==> src/rtl/seg_lim_pkg.sv <==
package seg_lim_pkg;

    // Controller states of the result presenter
    typedef enum logic [0:0] {
        ST_IDLE   = 1'b0,
        ST_REPORT = 1'b1
    } rsp_state_e;

    // Attribute bundle passed between the pieces of the checker
    typedef struct packed {
        logic gran;
        logic grow_down;
        logic big;
        logic flat64;
    } seg_attr_t;

endpackage

==> src/rtl/seg_lim_range.sv <==
module seg_lim_range
    import seg_lim_pkg::*;
#(
    parameter int ADDR_W  = 32,
    parameter int SIZE_W  = 4,
    parameter int SMALL_W = 16
) (
    input  logic [ADDR_W-1:0] offset,
    input  logic [SIZE_W-1:0] acc_bytes,
    input  logic [ADDR_W-1:0] eff_lim,
    input  seg_attr_t         attr,
    output logic              fault
);
    localparam int EXT_W = ADDR_W + 1;

    logic [SIZE_W-1:0] span_m1;
    logic [EXT_W-1:0]  last_ext;
    logic [EXT_W-1:0]  lim_ext;
    logic [EXT_W-1:0]  top_ext;
    logic [ADDR_W-1:0] top_bound;
    logic              up_fault;
    logic              down_fault;

    always_comb begin
        // zero-byte request behaves as a single byte
        span_m1  = (acc_bytes == '0) ? '0 : acc_bytes - 1'b1;
        last_ext = {1'b0, offset} + {{(EXT_W-SIZE_W){1'b0}}, span_m1};
        lim_ext  = {1'b0, eff_lim};
    end

    generate
        if (SMALL_W >= ADDR_W) begin : g_top_full
            assign top_bound = '1;
        end else begin : g_top_sel
            assign top_bound = attr.big ? {ADDR_W{1'b1}}
                                        : {{(ADDR_W-SMALL_W){1'b0}}, {SMALL_W{1'b1}}};
        end
    endgenerate

    always_comb begin
        top_ext    = {1'b0, top_bound};
        // upward segment: last byte beyond limit (carry included)
        up_fault   = last_ext > lim_ext;
        // downward segment: start must exceed limit, end stays under top
        down_fault = ({1'b0, offset} <= lim_ext) || (last_ext > top_ext);
        if (attr.flat64) begin
            fault = 1'b0;
        end else if (attr.grow_down) begin
            fault = down_fault;
        end else begin
            fault = up_fault;
        end
    end

    always_comb begin
        if (!attr.flat64 && attr.grow_down && offset == eff_lim) begin
            assert (fault) else $error("AST_DOWN_EDGE_FAULT");
        end
    end

endmodule

==> config.mk <==
export PLATFORM = sky130hd
export DESIGN_NAME = seg_lim_range
export DESIGN_NICKNAME = d
export VERILOG_FILES = /design/src/rtl/seg_lim_pkg.sv /design/src/rtl/seg_lim_range.sv
export SDC_FILE = /design/constraint.sdc
export NUM_CORES = 1
export LEC_CHECK = 0
export CORE_MARGIN = 2
export CORE_UTILIZATION = 56
export DETAILED_ROUTE_END_ITERATION = 7
export PLACE_DENSITY = 0.95
export SLEW_MARGIN = 10
export SYNTH_ARGS = -nofsm -noshare
export SYNTH_HDL_FRONTEND = slang
export SYNTH_SLANG_ARGS = --single-unit
export TNS_END_PERCENT = 100
==> constraint.sdc <==
create_clock -name vclk -period 7.54
set_input_delay 1.131 -clock vclk [all_inputs]
set_output_delay 1.131 -clock vclk [all_outputs]
set_load 0.005 [all_outputs]
==> results of run 1 <==
==> power by group through the flow <==
stage | Sequential, uW | Clock, uW | Combinational [uW]
after CTS | 0 | 0 | 183
after detailed placement | 0 | 0 | 181
after global routing | 0 | 0 | 207
after global placement | 0 | 0 | 172
after floorplan | 0 | 0 | 104
final | 0 | 0 | 185
==> Yosys cell counts, drive strengths merged <==
master	n
nand4	19
a22oi	1
a211o	1
or2	1
inv	37
xnor2	19
o21a	3
ha	84
and2	1
buf	1
a221oi	2
a31oi	2
o221a	1
nor3	9
nand3	15
nand2	26
o211ai	1
a221o	1
and3	10
nor2b	3
nor4bb	1
o21bai	2
nand2b	1
o21ai	16
o41ai	1
a211oi	5
nor4	2
and4	8
a2111oi	1
nor2	20
xor2	11
o41a	1
o31a	1
a21o	9
or3	1
a41o	1
a21oi	29
fa	1
==> cell type report <==
type	count	area (um2)	area share, %
Multi-Input combinational cell	310	2480	72.8
Inverter	37	139	4.08
Timing Repair Buffer	72	721	21.2
Tap cell	52	65.1	1.91
==> per-stage QoR <==
step / hold slack, ns / worst slack, ns / instances / power (uW) / instance area, um2
after floorplan: 2.28 / 2.06 / 348 / 104 / 2630
after detailed placement: 3.20 / 0.581 / 471 / 181 / 3400
after global routing: 3.23 / 0.137 / 471 / 207 / 3400
final: 3.20 / 0.456 / 471 / 185 / 3400
after CTS: 3.20 / 0.554 / 471 / 183 / 3400
after global placement: 3.21 / 0.597 / 471 / 172 / 3400
==> worst paths after layout <==
kind | end | slack [ns] | depth (start not counted)
max | fault | 0.46 | 19
min | fault | 3.20 | 3
==> critical path: cells and delay by family <==
kind | cells | cell delay [ns]
xor gates and xnor gates | 1 | 0.18
AOI/OAI and AO/OA | 6 | 1.67
and+or+nand+nor | 7 | 1.07
adders and majority gates | 3 | 0.96
buffers and inverters | 2 | 0.92
==> cell usage in the layout (no fill, tap or decap), types with 14 or more instances in the layout <==
cell             count
inv_1               37
o21ai_0             16
a21oi_1             29
nand3_1             14
nor2_1              20
ha_1                84
xnor2_1             19
nand2_1             26
clkdlybuf4s50_1     72
nand4_1             19
==> kinds of logic (layout without fill, tap and decap cells) <==
group	Yosys count	count (layout)	share of synthesized area, %
and+or+nand+nor	117	117	24.5
AOI/OAI and AO/OA	78	78	19.1
buffers and inverters	38	109	5.71
adders and majority gates	85	85	40.7
xor gates and xnor gates	30	30	10.0
==> metal layers <==
| layer | track usage [%] | up-vias | wire, um | share of wire (%) |
|---|---|---|---|---|
| met3 | 2.50 | 6 | 482 | 6.9 |
| met4 | 4.12 | 0 | 68 | 0.98 |
| li1 | - | 1446 | - | - |
| met5 | 0 | - | 0 | 0 |
| met1 | 32.8 | 1277 | 2970 | 43 |
| met2 | 51.5 | 104 | 3450 | 49 |
==> results.md, run 1 <==
* Die area at 5260 um2
* I/O pins at 73
* PortBufs at 72
* Total GRT Usage at 26.9%
* Vias per cell at 6.01
* Leakage power total at 0.00165 uW
* Worst setup SP type: input port
* Slew headroom at 64.0%
* Post_cts resized at 0
* Max Fanout on Critical Path at 6
* First DRT Iteration DRCs at 185
* CORE AREA at 4440 um2
* Top post-synthesis cells by area: ha_1, xnor2_1, a21oi_1
* Fmax at 0.141 GHz
* Post-Synthesis Cells at 348
* Fill cell count at 320
* Via count at 2833
* Post-CTS setup buffers at 0
* Largest net degree at the start of global routing at 17
* Switch share at 49.7%
* Initial antenna violation count at 0
* # nets final at 578
* Setup-failing EPs final at 0
* Logic pwr share at 100.0%
* Max incr delay on CP at 0.51 ns
* Final period util at 94.0%
* Utilization after layout at 76.6%
* Ant. Diodes at 0
* Layout area overhead at 29.5%
* Count of flip-flops and latches at 0
* Worst vdd ir at 0.0000328 V
* Pins Over Slew Limit at 0
* Hold_sp: attr[0]
* Setup_tns at 0 ns
* Sequential fraction of the synthesis area at 0%
* Clock buf count at 0
* Net load switching power at 91.7 uW
* WL/cell at 14.8 um
* DR pass1 iterations at 4
* Final antenna-violating net count at 0
* Sequential Power Share at 0%
* Hold buffers post-CTS at 0
* FF/Latch Area at 0 um2
* Top cell type's share of synthesized area at 40.0%
* Avg Inst Size Synth at 7.55 um2
* Outcome: complete, no violations
* P_int at 92.9 uW
* RSZ-0062 raised after global routing: no
* Critical Path RT at 6.41 ns
* Die H at 72.5 um
* Share of cells above drive strength 1 at 3.10%
* Arr. time, crit path at 5.95 ns
* Worst-path cell chain: clkdlybuf4s50_1, nor3_1, nor2_1, ha_1, fa_1, a211oi_1, or3_4, nor3_4, and3_1, nand4_1, xnor2_1, ha_1, a21oi_1, nor2b_1, a2111oi_0, o211ai_1, o21ai_0, a221oi_2, clkdlybuf4s50_1
* Class of the worst hold path: in -> out
* Grt ovf at 0
* Post-detail-place hpwl at 6210 um
* Yosys warns at 0
* CP Capture Type: primary output
* Vias in the first global route at 2843
* Least-Margin Pin Slew at 0.526 ns
* FP Rows at 24
* Gpl congestion at 0.906
* Area leader, netlist: ha_1
* Post-synth cell types at 45
* Pwr/cell area at 54.2 nW/um2
* Initial Util at 59.1%
* Critical path type: in -> out
* DRC viols at 0
* Synthesized netlist net count at 505
* Max-cap viol count at 0
* Drt total wl at 6960 um
* Crit. Startpoint: acc_bytes[1]
* Crit path time final at 7.08 ns
* First-pass GRT wire length at 11800 um
* Netlist Area Pre-Place at 2630 um2
* Fin. Hold Viols at 0
* Die width at 72.5 um
* Clock share of power at 0%
* Critical-path top delay cell: a2111oi_0
(Power assumes the default switching activity.)
==> run 2, diff against run 1 <==
--- a/config.mk
+++ b/config.mk
@@ -5,12 +5,14 @@
 export SDC_FILE = /design/constraint.sdc
 export NUM_CORES = 1
 export LEC_CHECK = 0
+export CELL_PAD_IN_SITES_DETAIL_PLACEMENT = 1
+export CELL_PAD_IN_SITES_GLOBAL_PLACEMENT = 1
 export CORE_MARGIN = 2
-export CORE_UTILIZATION = 56
+export CORE_UTILIZATION = 40
 export DETAILED_ROUTE_END_ITERATION = 7
 export PLACE_DENSITY = 0.95
 export SLEW_MARGIN = 10
 export SYNTH_ARGS = -nofsm -noshare
 export SYNTH_HDL_FRONTEND = slang
 export SYNTH_SLANG_ARGS = --single-unit
-export TNS_END_PERCENT = 100
+export TNS_END_PERCENT = 1
==> run 2 against run 1 <==
Effect of this change: flip-flop and latch count unchanged; via count up 3.0%; hold slack better by 0.015 ns; cell count up 5.3%; critical endpoint unchanged.
==> results.md, run 2 (same netlist as run 1, synthesis figures left out) <==
* WHS at 3.21 ns
* DR pass1 iterations at 4
* Setup-failing EPs final at 0
* Clock buf count at 0
* Leakage power total at 0.00165 uW
* Die H at 85.1 um
* Arr. time, crit path at 6.12 ns
* Critical Path RT at 6.41 ns
* Crit path time final at 7.25 ns
* Pins Over Slew Limit at 0
* Ant. Diodes at 0
* Max-cap viol count at 0
* Setup_tns at 0 ns
* Via count at 2919
* Fin. Hold Viols at 0
* Die area at 7240 um2
* DRC viols at 0
* Drt total wl at 8580 um
* Max Fanout on Critical Path at 5
* Count of flip-flops and latches at 0
* RSZ-0062 raised after global routing: no
* Gpl congestion at 0.887
* Class of the worst hold path: in -> out
* Final period util at 96.2%
* Pwr/cell area at 55.9 nW/um2
* Share of cells above drive strength 1 at 3.10%
* Worst vdd ir at 0.0000239 V
* Least-Margin Pin Slew at 0.577 ns
* # nets final at 578
* Utilization after layout at 54.1%
* Slew headroom at 61.5%
* FP Rows at 29
* Hold buffers post-CTS at 0
* Vias per cell at 5.89
* Post-detail-place hpwl at 7760 um
* Layout area overhead at 30.7%
* PortBufs at 72
* Hold path depth at 3
* First-pass GRT wire length at 14400 um
* I/O pins at 73
* Worst setup SP type: input port
* Initial Util at 41.4%
* Grt ovf at 0
* Initial antenna violation count at 0
* Fmax at 0.138 GHz
* Post-CTS setup buffers at 0
* Post_cts resized at 0
* Largest net degree at the start of global routing at 17
* Outcome: complete, no violations
* WL/cell at 17.3 um
* CP Capture Type: primary output
* Total power at 192 uW
* Vias in the first global route at 3281
* Die width at 85.1 um
* Critical path type: in -> out
* FF/Latch Area at 0 um2
* Final antenna-violating net count at 0
* First DRT Iteration DRCs at 81
* CORE AREA at 6350 um2
* Most common cell after layout, fill and taps aside: ha_1
* Total GRT Usage at 23.6%
* Most frequent cells in the layout: ha_1, clkdlybuf4s50_1, inv_1
==> run 2: cell types whose count changed in the layout (fill, tap and decap cells not counted) <==
| cell | delta |
|---|---|
| o21ai_1 | +1 |
| a2111oi_1 | +1 |
| a2111oi_0 | -1 |
| o21ai_0 | -1 |
==> run 2: worst paths after layout <==
check,startpoint,slack (ns),endpoint
max,acc_bytes[1],0.29,fault
min,attr[0],3.21,fault
==> run 2: per-stage QoR <==
| step | instances | cell area, um2 | setup WS, ns |
|---|---|---|---|
| floorplan | 348 | 2630 | 2.06 |
| global placement | 496 | 3430 | 0.492 |
| detailed placement | 496 | 3430 | 0.317 |
| CTS | 496 | 3430 | 0.303 |
| global route | 496 | 3440 | 0.0116 |
| finish | 496 | 3440 | 0.288 |
==> run 2: final cells by class <==
| type | count | area (um2) |
|---|---|---|
| Fill cell | 809 | 2910 |
| Inverter | 37 | 139 |
| Multi-Input combinational cell | 310 | 2480 |
| Tap cell | 77 | 96.3 |
| Timing Repair Buffer | 72 | 721 |
==> run 2: where the power goes <==
| part | leakage (uW) | internal [uW] | switching (uW) |
|---|---|---|---|
| Combinational | 0.00165 | 94.5 | 97.6 |
| Sequential | 0 | 0 | 0 |
| Clock | 0 | 0 | 0 |
==> run 2: layer usage <==
metal | track usage (%) | up-vias | routed length [um]
met2 | 46.0 | 73 | 4440
met4 | 5.92 | 0 | 174
met3 | 1.85 | 19 | 298
met1 | 27.4 | 1386 | 3660
li1 | - | 1441 | -
met5 | 0 | - | 0
==> run 2: worst max-delay path: stages <==
cell	delay (ns)
clkdlybuf4s50_1	0.48
nor2_1	0.16
nand2_1	0.07
o21ai_0	0.15
ha_1	0.30
and3_1	0.20
a221o_1	0.37
and4_2	0.29
and2_1	0.22
nand3_1	0.23
nor2_1	0.10
xor2_1	0.26
ha_1	0.33
a21oi_1	0.20
nand2_1	0.10
a2111oi_1	0.54
o211ai_1	0.17
o21ai_1	0.27
a221oi_2	0.09
clkdlybuf4s50_1	0.45
